$ cat src/rtl/ramp_gen_pkg.sv
package ramp_gen_pkg;

    localparam int RAMP_VAL_W  = 16;
    localparam int RAMP_WORD_W = 40;
    localparam int RAMP_PAD_W  = RAMP_WORD_W - 1 - RAMP_VAL_W;

    typedef enum logic [1:0] {
        SERVO_OFF   = 2'b00,
        SERVO_CONST = 2'b01,
        SERVO_RAMP  = 2'b10,
        SERVO_LOCK  = 2'b11
    } servo_mode_e;

    typedef enum logic {
        DIR_UP   = 1'b0,
        DIR_DOWN = 1'b1
    } ramp_dir_e;

    typedef struct packed {
        ramp_dir_e               dir;
        logic [RAMP_VAL_W-1:0]   val;
    } ramp_state_t;

    function automatic logic [RAMP_WORD_W-1:0] ramp_pack(input ramp_state_t s);
        return {s.dir, {RAMP_PAD_W{1'b0}}, s.val};
    endfunction

    function automatic ramp_state_t ramp_unpack(input logic [RAMP_WORD_W-1:0] w);
        ramp_state_t s;
        s.dir = ramp_dir_e'(w[RAMP_WORD_W-1]);
        s.val = w[RAMP_VAL_W-1:0];
        return s;
    endfunction

endpackage

$ cat src/rtl/ramp_step_calc.sv
module ramp_step_calc
    import ramp_gen_pkg::*;
(
    input  ramp_state_t            cur_i,
    input  logic [RAMP_VAL_W-1:0]  step_i,
    input  logic [RAMP_VAL_W-1:0]  peak_i,
    output ramp_state_t            nxt_o
);

    logic [RAMP_VAL_W:0]   up_sum;
    logic [RAMP_VAL_W-1:0] dn_diff;

    assign up_sum  = {1'b0, cur_i.val} + {1'b0, step_i};
    assign dn_diff = cur_i.val - step_i;

    always_comb begin
        nxt_o = cur_i;
        if (cur_i.dir == DIR_UP) begin
            if (up_sum >= {1'b0, peak_i}) begin
                nxt_o.val = peak_i;
                nxt_o.dir = DIR_DOWN;
            end else begin
                nxt_o.val = up_sum[RAMP_VAL_W-1:0];
                nxt_o.dir = DIR_UP;
            end
        end else begin
            if (cur_i.val <= step_i) begin
                nxt_o.val = '0;
                nxt_o.dir = DIR_UP;
            end else begin
                nxt_o.val = dn_diff;
                nxt_o.dir = DIR_DOWN;
            end
        end
    end

endmodule

$ cat src/rtl/ramp_hold_ctr.sv
module ramp_hold_ctr #(
    parameter int HOLD_W = 8
) (
    input  logic              clk,
    input  logic              rst,
    input  logic              init_win_i,
    input  logic              frame_start_i,
    input  logic [HOLD_W-1:0] hold_frames_i,
    output logic              upd_o
);

    logic [HOLD_W-1:0] frame_cnt;

    always_ff @(posedge clk) begin
        if (rst || init_win_i) begin
            frame_cnt <= '0;
            upd_o     <= 1'b0;
        end else if (frame_start_i) begin
            if (frame_cnt >= hold_frames_i) begin
                frame_cnt <= '0;
                upd_o     <= 1'b1;
            end else begin
                frame_cnt <= frame_cnt + 1'b1;
                upd_o     <= 1'b0;
            end
        end
    end


    upd_on_frame_chk: assert property (@(posedge clk) disable iff (rst)
        $rose(upd_o) |-> $past(frame_start_i));


    init_clears_upd_chk: assert property (@(posedge clk) disable iff (rst)
        $past(init_win_i) |-> !upd_o);

endmodule

$ cat src/rtl/ramp_servo_gen.sv
module ramp_servo_gen
    import ramp_gen_pkg::*;
#(
    parameter int HOLD_W = 8
) (
    input  logic                    clk,
    input  logic                    rst,
    input  logic [1:0]              servo_mode_i,
    input  logic [RAMP_VAL_W-1:0]   step_i,
    input  logic [RAMP_VAL_W-1:0]   peak_i,
    input  logic [HOLD_W-1:0]       hold_frames_i,
    input  logic                    init_win_i,
    input  logic                    frame_start_i,
    input  logic                    row_slot_i,
    input  logic [RAMP_WORD_W-1:0]  prev_word_i,
    output logic [RAMP_WORD_W-1:0]  wr_word_o,
    output logic                    wr_stb_o
);

    servo_mode_e mode;
    ramp_state_t cur_st;
    ramp_state_t nxt_st;
    ramp_state_t sel_st;
    logic        upd;
    logic        ramp_slot;

    assign mode      = servo_mode_e'(servo_mode_i);
    assign cur_st    = ramp_unpack(prev_word_i);
    assign ramp_slot = row_slot_i && (mode == SERVO_RAMP);

    ramp_hold_ctr #(.HOLD_W(HOLD_W)) u_hold (
        .clk           (clk),
        .rst           (rst),
        .init_win_i    (init_win_i),
        .frame_start_i (frame_start_i),
        .hold_frames_i (hold_frames_i),
        .upd_o         (upd)
    );

    ramp_step_calc u_calc (
        .cur_i  (cur_st),
        .step_i (step_i),
        .peak_i (peak_i),
        .nxt_o  (nxt_st)
    );

    always_comb begin
        if (init_win_i) begin
            sel_st.dir = DIR_UP;
            sel_st.val = '0;
        end else if (upd) begin
            sel_st = nxt_st;
        end else begin
            sel_st = cur_st;
        end
    end

    always_ff @(posedge clk) begin
        if (rst) begin
            wr_word_o <= '0;
            wr_stb_o  <= 1'b0;
        end else begin
            wr_stb_o <= ramp_slot;
            if (ramp_slot) begin
                wr_word_o <= ramp_pack(sel_st);
            end
        end
    end


    mode_gate_chk: assert property (@(posedge clk) disable iff (rst)
        wr_stb_o |-> ($past(servo_mode_i) == 2'b10));


    slot_strobe_chk: assert property (@(posedge clk) disable iff (rst)
        wr_stb_o |-> $past(row_slot_i));


    pad_zero_chk: assert property (@(posedge clk) disable iff (rst)
        wr_stb_o |-> (wr_word_o[RAMP_WORD_W-2:RAMP_VAL_W] == '0));


    peak_bound_chk: assert property (@(posedge clk) disable iff (rst)
        (wr_stb_o && !$past(init_win_i) &&
         ($past(prev_word_i[RAMP_VAL_W-1:0]) <= $past(peak_i)))
        |-> (wr_word_o[RAMP_VAL_W-1:0] <= $past(peak_i)));


    hold_level_chk: assert property (@(posedge clk) disable iff (rst)
        (wr_stb_o && !$past(init_win_i) && !$past(upd))
        |-> (wr_word_o == $past(prev_word_i)));


    init_zero_chk: assert property (@(posedge clk) disable iff (rst)
        (wr_stb_o && $past(init_win_i)) |-> (wr_word_o == '0));

endmodule

$ cat config.mk
export PLATFORM = sky130hd
export DESIGN_NAME = ramp_servo_gen
export DESIGN_NICKNAME = d
export VERILOG_FILES = /design/src/rtl/ramp_gen_pkg.sv /design/src/rtl/ramp_step_calc.sv /design/src/rtl/ramp_hold_ctr.sv /design/src/rtl/ramp_servo_gen.sv
export SDC_FILE = /design/constraint.sdc
export NUM_CORES = 1
export LEC_CHECK = 0
export BUFFER_PORTS_ARGS = -buffer_cell sky130_fd_sc_hd__buf_4
export CORE_MARGIN = 5
export CORE_UTILIZATION = 43
export DETAILED_ROUTE_END_ITERATION = 10
export PLACE_DENSITY = 0.7
export SLEW_MARGIN = 20
export SYNTH_ARGS = -nofsm -noshare
export SYNTH_HDL_FRONTEND = slang
export SYNTH_SLANG_ARGS = --single-unit
export TNS_END_PERCENT = 10
$ cat constraint.sdc
create_clock -name clk -period 4.1 [get_ports clk]
set_input_delay 0.205 -clock clk [delete_from_list [all_inputs] [get_ports clk]]
set_output_delay 0.205 -clock clk [all_outputs]
set_load 0.05 [all_outputs]
; ---- Word-level counts from Yosys, hierarchy flattened
; Cells that the tools add are included.
[totals]
register_bits = 27
in_bits = 87
output_inout_bits = 41
word_cells = 20
[classes]
n_addsub = 3
order_cmp = 3
n_eq_ne = 1
mux = 7
reduce_logical = 2
[op_table]
columns = operator, count
row1 = 17-bit 2-to-1 mux, 5
row2 = 16-bit by 16-bit adder with 17-bit output, 1
row3 = 17-bit by 16-bit >= comparator with 1-bit output, 1
row4 = 16-bit <= comparator, 1
row5 = 16-bit subtractor, 1
row6 = 8-bit by 1-bit adder with 8-bit output (second input constant), 1
row7 = 8-bit >= comparator, 1
row8 = 8-bit 2-to-1 mux, 1
row9 = 2-bit equality test (second input constant), 1
row10 = 1-bit logical AND, 1
row11 = 1-bit logical OR, 1
row12 = 1-bit 2-to-1 mux, 1

; ---- Logic depth before layout (Yosys ltp)
; Gate-level depths: netlist of the first run.
[depth]
depth_word = 6
depth_mapped = 20
depth_no_buf = 18

; ---- By module
; From an unflattened synthesis of the first run, not the netlist that was laid out.
[unflattened]
hier_cells = 509
hier_area_um2 = 4142.7
[by_module_without_submodules]
columns = module, instances, cells_per_inst, area_each_um2, seq_area_each_um2
row1 = ramp_step_calc, 1, 344, 2433.6, 0.0
row2 = ramp_servo_gen, 1, 86, 1021.0, 360.3
row3 = ramp_hold_ctr, 1, 79, 688.2, 180.2

; ---- Worst setup path after synthesis of the first run
; OpenSTA, ideal clock, no wires.
[synth_path]
path_type = input -> register
start = input step_i[6]
end = register wr_word_o[4]
setup_time_ns = 0.122
arrival_time_ns = 3.566
required_ns = 3.978
setup_slack_ns = 0.412
cell_stages = 19
path_buffers = 3
cell_sequence = inv_1 ha_1 buf_2 nor3_2 nand2_1 a2111oi_2 nor4_1 o31ai_2 xor2_1 inv_1 ha_1 a211o_1 a311oi_1 and3_1 buf_6 buf_12 mux2i_1 nor2_1 a221o_1
[synth_via]
elab_chain_cells = 6
word_cells_on_any_way = 8
cone_classes = 1 x add/sub / 2 x order compare / 5 x mux
[synth_lines]
columns = item, line
row1 = start: declaration, ramp_servo_gen.sv:9  ; input logic [RAMP_VAL_W-1:0] step_i,
row2 = 16-bit by 16-bit adder with 17-bit output, ramp_step_calc.sv:13  ; assign up_sum = {1'b0, cur_i.val} + {1'b0, step_i};
row3 = 17-bit by 16-bit >= comparator with 1-bit output, ramp_step_calc.sv:19  ; if (up_sum >= {1'b0, peak_i}) begin
row4 = 17-bit 2-to-1 mux, ramp_step_calc.sv:19
row5 = 17-bit 2-to-1 mux (*), ramp_step_calc.sv:18  ; if (cur_i.dir == DIR_UP) begin
row6 = 17-bit 2-to-1 mux (*), ramp_servo_gen.sv:51  ; end else if (upd) begin
row7 = 17-bit 2-to-1 mux (*), ramp_servo_gen.sv:48  ; if (init_win_i) begin
row8 = end signal: assignment, ramp_servo_gen.sv:65  ; wr_word_o <= ramp_pack(sel_st);
row9 = end: declaration, ramp_servo_gen.sv:16  ; output logic [RAMP_WORD_W-1:0] wr_word_o,
; Every way passes the cells marked *; elsewhere a longest branch is shown, timed or not.
; A chain may end at the register's enable or synchronous reset.

; ---- Worst setup path in the final report of the first run
[layout_path]
start = input step_i[0]
end = register wr_word_o[11]
; Same word-level chain as after synthesis.

==> results of run 1 <==
## worst max-delay path: cells and delay by family
family                   cells  cell delay (ps)
buffers and inverters        4              500
multiplexers                 1              200
AND/OR/NAND/NOR              4              560
adder cells (fa/ha/maj)      3              850
XOR/XNOR                     1              160
AO/OA/AOI/OAI                8             1550
## logic make-up (layout without fill, tap and decap cells)
family          after synthesis  count (layout)  share of synthesized area
simple gates                139             139                     0.1806
flops                        27              27                     0.1401
compound gates              142             142                     0.2529
mux                          10              10                    0.02594
other cells                   1              23                  0.0009718
fa+ha+maj                    59              59                     0.1952
xor+xnor                     33              33                    0.07490
buf+inv                      99             163                     0.1294
## layout by cell type (no fill, tap or decap), drive strengths merged, types with 6 or more instances in the layout
cell type | synthesis | routed
buf | 32 | 106
ha | 57 | 57
inv | 53 | 53
nor2 | 41 | 41
a21oi | 34 | 34
o21ai | 33 | 33
nand2 | 30 | 30
dfxtp | 27 | 27
conb | 1 | 23
xnor2 | 18 | 18
xor2 | 15 | 15
nor2b | 12 | 12
nor3 | 11 | 11
a21o | 10 | 10
mux2i | 10 | 10
nand3 | 7 | 7
and3 | 7 | 7
o21bai | 6 | 6
a211oi | 6 | 6
a31oi | 6 | 6
o31ai | 6 | 6
## flip-flops by register name, indices dropped and copies added, names as in the netlist
name              flops
u_hold.frame_cnt      8
u_hold.upd_o          1
wr_stb_o              1
wr_word_o            17
## layer usage
metal | global-route usage | wire length (um) | part of all wire
met5 | 0 | 0 | 0
met4 | 0.02374 | 81 | 0.0076
met3 | 0.02281 | 755 | 0.070
met2 | 0.3260 | 5234 | 0.49
met1 | 0.2534 | 4655 | 0.43
## report_power, final
part | total (mW) | leakage (nW) | switching [mW] | internal (mW)
sequential | 0.275 | 0.219 | 0.00662 | 0.269
combinational | 0.623 | 2.08 | 0.357 | 0.266
clock | 0.161 | 0.0217 | 0.0915 | 0.0690
total | 1.06 | 2.32 | 0.455 | 0.604
## final timing paths
check / slack (ps) / from / endpoint
setup / recovery: 230 / step_i[0] / wr_word_o[11]$_SDFFE_PP0P_
hold / removal: 150 / rst / wr_stb_o$_SDFF_PP0_
setup reg to reg: 1950 / u_hold.frame_cnt[0]$_SDFFE_PP0P_ / u_hold.frame_cnt[6]$_SDFFE_PP0P_
hold reg to reg: 460 / wr_word_o[3]$_SDFFE_PP0P_ / wr_word_o[3]$_SDFFE_PP0P_
## final cells by class
cell class,instances,area [um^2],share of cell area
timing repair buffer,106,808.3,0.1739
tap,108,135.1,0.02907
clock inverter,1,7.507,0.001615
clock buffer,3,41.29,0.008883
sequential,27,540.5,0.1163
inverter,53,198.9,0.04280
multi-input combinational,406,2917,0.6275
==> flow_summary.ini, run 1 <==
[outcome]
run_status = finished, final reports clean

[setup_path]
critical_path.startpoint_type = input pin
crit_type = in -> reg
cp_common_cell = sky130_fd_sc_hd__buf_4
cp_slowest_cell = sky130_fd_sc_hd__fa_1
worst_ep_arrival_time_ps = 4050
crit_path_cell_trace = buf_4 > ha_1 > inv_1 > fa_1 > nor3_2 > o31ai_1 > a311oi_1 > buf_4 > nor2_1 > o21bai_1 > xnor2_1 > ha_1 > a21o_1 > a21oi_1 > o21ai_0 > a311oi_1 > and3_2 > buf_4 > mux2i_1 > nor2_1 > a221o_1
critPathMaxStageDelay_ps = 410
worstRegToRegCells = 10
path_max_fanout = 8
worst_ep_required_time_ps = 4280
critical_path_sink_type = flip-flop

[finish]
utilization = 0.5330
nets = 743
syn2layout_area_growth_pct = 20.46
drive_above_1_share = 0.2097
n_fill_cell = 843
post_layout_nonfiller_instances = 704
fin_area_um2 = 4648
n_antenna_cell = 0

[synthesis]
synth.yosys.seq_area_share = 0.1401
postSynth.asyncResetShare = 0
syn_avg_cell_area_um2 = 7.566
top_flip_flop_cell_by_instance_count_after_synthesis = sky130_fd_sc_hd__dfxtp_1
netlist_top_cells_count = 57 x sky130_fd_sc_hd__ha_1, 53 x sky130_fd_sc_hd__inv_1, 41 x sky130_fd_sc_hd__nor2_1
count_of_flip_flops_with_a_built_in_enable_after_synthesis = 0
mappedNetlistArea_um2 = 3859
area_share_of_the_largest_cell_type_after_synthesis = 0.1848
post_synth_main_area_contributors = sky130_fd_sc_hd__ha_1 18%, sky130_fd_sc_hd__dfxtp_1 14%, sky130_fd_sc_hd__inv_1 5.2%, sky130_fd_sc_hd__buf_4 4.7%, sky130_fd_sc_hd__a21oi_1 4.3%
ys_ff_latch = 27
syn-instance-count = 510
yosysWarnings = 0
yosysMostFrequentCell = sky130_fd_sc_hd__ha_1
number_of_distinct_library_cells_after_synthesis = 62
synth_largest_area_cell = sky130_fd_sc_hd__ha_1

[power_and_ir_drop]
power_density_nw_per_um2 = 227.8
total_power_mw = 1.059
p_leak_nw = 2.321
irDropWorstVdd_v = 0.0001199

[global_route]
global_route_wire_length_before_repair_um = 17570
via_count_of_the_first_global_routing_pass = 3750
track_usage = 0.1869
globalRoute.totalOverflow = 0
grt_max_degree = 22
grt_antenna_before_repair = 0

[clocking]
postCtsResizedCells = 0
cts_setup_buffers = 0
clockBufferDepth = 2
clock_latency_on_the_worst_skew_pair_ps = 270
clk_root_buffer_cell = sky130_fd_sc_hd__clkbuf_8
cts-htree-levels = 1
clk_pin_slew_ps = 100
clock_sink_count = 27
post_cts_hold_buffer_count = 0
clock_tree_from_tritoncts = built
numCtsBuffers = 3

[placement]
dp.final_hpwl_um = 9035
post-place-cells = 700
gp_congestion = 0.8558
dp_worst_setup_slack_ps = -207.7
placement.cell_area_um2 = 4584
placement.io_buffers = 81

[drt]
wl_um = 10730
drt-vias-per-instance = 5.464
remaining_design_rule_violation_count = 0
via_count = 3847
initialDrtViolationCount = 171
routedWlPerCell_um = 15.24
drt_pre_antenna_iters = 5
route.antenna.remaining_nets = 0

[timing]
fmax_ghz = 0.2584
layout_min_cycle_time_ps = 3870
tightestPinTransition_ps = 772.6
post-route-period-util = 0.9438
setup_ws_ps = 230.3
number_of_failing_hold_endpoints_at_the_final_stage = 0
setup_viol = 0
hold_ws_ps = 148.5
slew_headroom = 0.4849
tns_ps = 0
drv_slew = 0
rsz_0062_raised_after_global_routing = false
timing.clock.skew_ps = 5.332

[worst_hold_path]
whs_path_depth = 2
worst_hold_path_type = in -> reg

[floorplanning]
dieArea_um2 = 10970
core_area_um2 = 8721
pin_count = 128
die_w_um = 104.7
floorplan.rows = 34
starting_density_of_the_core = 0.4425
chipHeight_um = 104.7

[flow_run]
max_cap_viol_count = 0
No activity file was read; power rests on OpenSTA's default activity.
==> run 2: changes to the inputs <==
BUFFER_PORTS_ARGS = not set   (was -buffer_cell sky130_fd_sc_hd__buf_4)
DONT_BUFFER_PORTS = 1   (was not set)
PLACE_DENSITY = not set   (was 0.7)
SLEW_MARGIN = 25   (was 20)
clock period = 4.4 ns   (was 4.1 ns; I/O delays follow)
==> flow_summary.ini, run 2 (synthesized netlist as in run 1, its figures left out) <==
[flow_run]
max_cap_viol_count = 0

[timing]
post-route-period-util = 0.8990
setup_viol = 0
rsz_0062_raised_after_global_routing = false
tightestPinTransition_ps = 808.0
number_of_failing_hold_endpoints_at_the_final_stage = 0
timing.clock.skew_ps = 5.561
setup_ws_ps = 444.6
slew_headroom = 0.4613
hold_ws_ps = 67.94
drv_slew = 0
layout_min_cycle_time_ps = 3955
tns_ps = 0
fmax_ghz = 0.2528

[setup_path]
timing.critical_path.to = wr_word_o[5]$_SDFFE_PP0P_
path_max_fanout = 12
worst_ep_required_time_ps = 4600
startpoint_of_the_worst_register_to_register_path = u_hold.frame_cnt[0]$_SDFFE_PP0P_
worst_ep_arrival_time_ps = 4160
critPathMaxStageDelay_ps = 420
setup.worst_path.start = step_i[6]
regToRegEndpoint = u_hold.frame_cnt[7]$_SDFFE_PP0P_
crit_path_cell_trace = inv_1 > ha_1 > nor3b_1 > o31ai_2 > a211oi_1 > nor4_1 > buf_4 > o31ai_2 > xor2_1 > inv_1 > ha_1 > a211o_1 > a311oi_1 > and3_1 > buf_12 > mux2i_1 > nor2_1 > a221o_1
critical_path.startpoint_type = input pin
crit_type = in -> reg
regToRegSetupSlack_ps = 2210
worstRegToRegCells = 10
cp_slowest_cell = sky130_fd_sc_hd__ha_1
critical_path_sink_type = flip-flop

[power_and_ir_drop]
irDropWorstVdd_v = 0.00009510
total_power_mw = 0.9145
p_leak_nw = 1.852
power_density_nw_per_um2 = 232.5

[drt]
remaining_design_rule_violation_count = 0
wl_um = 10430
drt-vias-per-instance = 5.641
route.antenna.remaining_nets = 0
drt_pre_antenna_iters = 4
initialDrtViolationCount = 97
routedWlPerCell_um = 17.10
via_count = 3441

[placement]
post-place-cells = 604
placement.io_buffers = 0
gp_congestion = 0.9228
dp.final_hpwl_um = 8476
placement.cell_area_um2 = 3864
dp_worst_setup_slack_ps = 121.6

[global_route]
globalRoute.totalOverflow = 0
global_route_wire_length_before_repair_um = 16570
via_count_of_the_first_global_routing_pass = 3275
grt_antenna_before_repair = 0
grt_max_degree = 38
track_usage = 0.1825

[clocking]
clock_sink_count = 27
post_cts_hold_buffer_count = 2
clockBufferDepth = 2
numCtsBuffers = 3
clock_tree_from_tritoncts = built
clk_root_buffer_cell = sky130_fd_sc_hd__clkbuf_8
cts_setup_buffers = 0
cts-htree-levels = 1
clk_pin_slew_ps = 120
postCtsResizedCells = 0
clock_latency_on_the_worst_skew_pair_ps = 290

[finish]
regMostFlops = wr_word_o
nets = 649
syn2layout_area_growth_pct = 1.913
mostFrequentLayoutCells = 57 x sky130_fd_sc_hd__ha_1, 53 x sky130_fd_sc_hd__inv_1, 41 x sky130_fd_sc_hd__nor2_1
reg_top3 = wr_word_o x17, u_hold.frame_cnt x8
fin_area_um2 = 3933
utilization = 0.4509
drive_above_1_share = 0.04980
largest_reg_flops = 17
commonest_non_fill_non_tap_cell_in_the_layout = sky130_fd_sc_hd__ha_1
n_antenna_cell = 0
post_layout_nonfiller_instances = 610

[floorplanning]
dieArea_um2 = 10970
starting_density_of_the_core = 0.4425
pin_count = 128
die_w_um = 104.7
core_area_um2 = 8721
chipHeight_um = 104.7
floorplan.rows = 34

[outcome]
run_status = finished, final reports clean

[worst_hold_path]
worst_hold_path_type = in -> reg
==> run 2: changes by cell type in the layout (fill, tap and decap cells not counted) <==
| cell | delta |
|---|---|
| sky130_fd_sc_hd__nor2b_1 | +1 |
| sky130_fd_sc_hd__and3_2 | -1 |
| sky130_fd_sc_hd__and3_1 | +1 |
| sky130_fd_sc_hd__buf_4 | -96 |
| sky130_fd_sc_hd__o21ai_1 | +1 |
| sky130_fd_sc_hd__o41ai_2 | -1 |
| sky130_fd_sc_hd__o41ai_1 | +1 |
| sky130_fd_sc_hd__dlygate4sd3_1 | +2 |
| sky130_fd_sc_hd__nor2b_2 | -1 |
| sky130_fd_sc_hd__o21ai_2 | -1 |
==> run 2: worst max-delay path, delay by kind of cell <==
family                     cells  cell delay, ps
muxes                          1             240
xor gates and xnor gates       1             220
adders and majority gates      2             750
and+or+nand+nor                4             830
buffers and inverters          4             420
AOI/OAI and AO/OA              6            1460
==> run 2: worst min-delay path by stage <==
stage	start	end	cells after the start
5_1_grt	rst	wr_word_o[15]$_SDFFE_PP0P_	2
4_1_cts	rst	wr_word_o[15]$_SDFFE_PP0P_	2
2_1_floorplan	prev_word_i[13]	wr_word_o[13]$_SDFFE_PP0P_	2
3_3_place_gp	rst	wr_stb_o$_SDFF_PP0_	1
6_report	rst	wr_word_o[15]$_SDFFE_PP0P_	2
3_5_place_dp	rst	wr_stb_o$_SDFF_PP0_	1
==> run 2: cell type report <==
cell class                      instances  area [um^2]
Clock inverter                          1        7.507
Timing Repair Buffer                   12        107.6
Clock buffer                            3        41.29
Tap cell                              108        135.1
Multi-Input combinational cell        406         2902
Inverter                               53        198.9
Sequential cell                        27        540.5
Fill cell                             888         4788
==> run 2: report_power, final <==
group          internal, mW  switching, mW
Combinational         0.189          0.287
Sequential            0.250         0.0211
Clock                0.0649          0.102
==> run 2: metal layers <==
metal	wire length, um	part of all wire	track usage
met5	0	0	0
met1	4443	0.43	0.2293
met2	4937	0.47	0.2995
met3	839	0.080	0.05487
met4	213	0.020	0.05662
==> run 3: changes to the inputs <==
==> constraint.sdc (replaced) <==
create_clock -name clk -period 4.4 [get_ports clk]
set_input_delay 0.66 -clock clk [delete_from_list [all_inputs] [get_ports clk]]
set_output_delay 0.66 -clock clk [all_outputs]
set_load 0.05 [all_outputs]
==> flow_summary.ini, run 3 (synthesized netlist as in run 1, its figures left out) <==
[setup_path]
crit_path_cell_trace = ha_1 > inv_1 > fa_2 > nor3_2 > o31ai_2 > a311oi_1 > buf_4 > nor2_1 > buf_4 > o41ai_1 > xnor2_1 > ha_1 > a211o_1 > a311oi_1 > and3_1 > buf_12 > mux2i_1 > nor3_1 > a211o_1
worst_path_dominant_cell_family = compound AO/OA/AOI/OAI gates
crit_type = in -> reg
cp_slowest_cell = sky130_fd_sc_hd__fa_2
critical_path_sink_type = flip-flop
setup.worst_path.start = step_i[0]
critical_path.startpoint_type = input pin
worst_ep_arrival_time_ps = 4300
worst_path_bufs_invs = 4
startpoint_of_the_worst_register_to_register_path = u_hold.frame_cnt[0]$_SDFFE_PP0P_
worst_ep_required_time_ps = 4590
path_max_fanout = 12
critPathMaxStageDelay_ps = 370

[power_and_ir_drop]
p_leak_nw = 1.986
power.share.switching = 0.4363
switchingPower_mw = 0.4188
p_int_mw = 0.5411
irDropWorstVdd_v = 0.00009136
power.combinational.fraction = 0.544
total_power_mw = 0.9599
power.share.clock = 0.174
share_of_total_power_in_sequential_cells = 0.283
power_density_nw_per_um2 = 229.8

[drt]
via_count = 3501
routedWlPerCell_um = 16.62
route.antenna.remaining_nets = 0
drt-vias-per-instance = 5.505
drt_pre_antenna_iters = 4
remaining_design_rule_violation_count = 0
wl_um = 10570
initialDrtViolationCount = 138

[clocking]
numCtsBuffers = 3
clk_pin_slew_ps = 110
clock_latency_on_the_worst_skew_pair_ps = 290
clockBufferDepth = 2
clock_sink_count = 27
clk_root_buffer_cell = sky130_fd_sc_hd__clkbuf_8
cts_setup_buffers = 0
post_cts_hold_buffer_count = 0
postCtsResizedCells = 0
cts-htree-levels = 1
clock_tree_from_tritoncts = built

[finish]
syn2layout_area_growth_pct = 8.236
nets = 675
largest_reg_flops = 17
utilization = 0.4789
fin_area_um2 = 4177
commonest_non_fill_non_tap_cell_in_the_layout = sky130_fd_sc_hd__ha_1
drive_above_1_share = 0.1155
reg_top3 = wr_word_o x17, u_hold.frame_cnt x8
regMostFlops = wr_word_o
mostFrequentLayoutCells = 56 x sky130_fd_sc_hd__ha_1, 53 x sky130_fd_sc_hd__inv_1, 41 x sky130_fd_sc_hd__nor2_1
n_antenna_cell = 0

[global_route]
via_count_of_the_first_global_routing_pass = 3422
global_route_wire_length_before_repair_um = 16790
track_usage = 0.1820
grt_antenna_before_repair = 0
globalRoute.totalOverflow = 0
grt_max_degree = 38

[floorplanning]
die_w_um = 104.7
core_area_um2 = 8721
pin_count = 128
dieArea_um2 = 10970
starting_density_of_the_core = 0.4425
floorplan.rows = 34
chipHeight_um = 104.7

[placement]
placement.io_buffers = 0
gp_congestion = 0.8851
dp.final_hpwl_um = 8713
placement.cell_area_um2 = 4074
dp_worst_setup_slack_ps = -186.0

[worst_hold_path]
worst_hold_startpoint = rst
worst_hold_path_type = in -> reg

[timing]
number_of_failing_hold_endpoints_at_the_final_stage = 0
layout_min_cycle_time_ps = 4110
rsz_0062_raised_after_global_routing = false
post-route-period-util = 0.9341
setup_ws_ps = 289.9
tightestPinTransition_ps = 716.8
setup_viol = 0
fmax_ghz = 0.2433
timing.clock.skew_ps = 7.253
drv_slew = 0
tns_ps = 0
slew_headroom = 0.5221

[outcome]
run_status = finished, final reports clean

[flow_run]
max_cap_viol_count = 0
run 3: cell types whose count changed in the layout (fill, tap and decap cells not counted), sizes merged:
| cell | change |
|---|---|
| buf | +28 |
| dlygate4sd3 | -2 |
run 3: path summary, 6_finish.rpt:
check,to,slack [ps],cells past startpoint
setup / recovery,wr_word_o[8]$_SDFFE_PP0P_,290,19
hold / removal,wr_stb_o$_SDFF_PP0_,430,1
setup reg to reg,u_hold.frame_cnt[3]$_SDFFE_PP0P_,2250,10
hold reg to reg,u_hold.frame_cnt[7]$_SDFFE_PP0P_,550,2
run 3: per-stage QoR:
step           hold WS, ps  cells
5_1_grt              418.4    636
2_1_floorplan        483.0    532
4_1_cts              419.1    636
6_report             426.5    636
3_5_place_dp         526.2    632
3_3_place_gp         502.2    632
run 3: final cells by class:
type | instances | area [um^2]
Fill cell | 866 | 4544
Clock inverter | 1 | 7.507
Inverter | 53 | 198.9
Tap cell | 108 | 135.1
Multi-Input combinational cell | 406 | 2955
Sequential cell | 27 | 540.5
Timing Repair Buffer | 38 | 297.8
Clock buffer | 3 | 41.29
run 3: power groups by stage:
stage                     Sequential [mW]  Combinational, mW  Clock (mW)
after detailed placement            0.277              0.512           0
after CTS                           0.272              0.515       0.170
after floorplan                     0.275              0.408           0
after global placement              0.277              0.505           0
after global routing                0.272              0.582       0.181
final                               0.271              0.522       0.167
run 3: layer usage:
layer	part of all wire	wire length, um	GRT usage	vias to the layer above
met5	0	0	0	-
met3	0.085	895	0.04747	19
met2	0.47	5016	0.3080	105
li1	-	-	-	1789
met1	0.42	4411	0.2298	1588
met4	0.024	250	0.04566	0
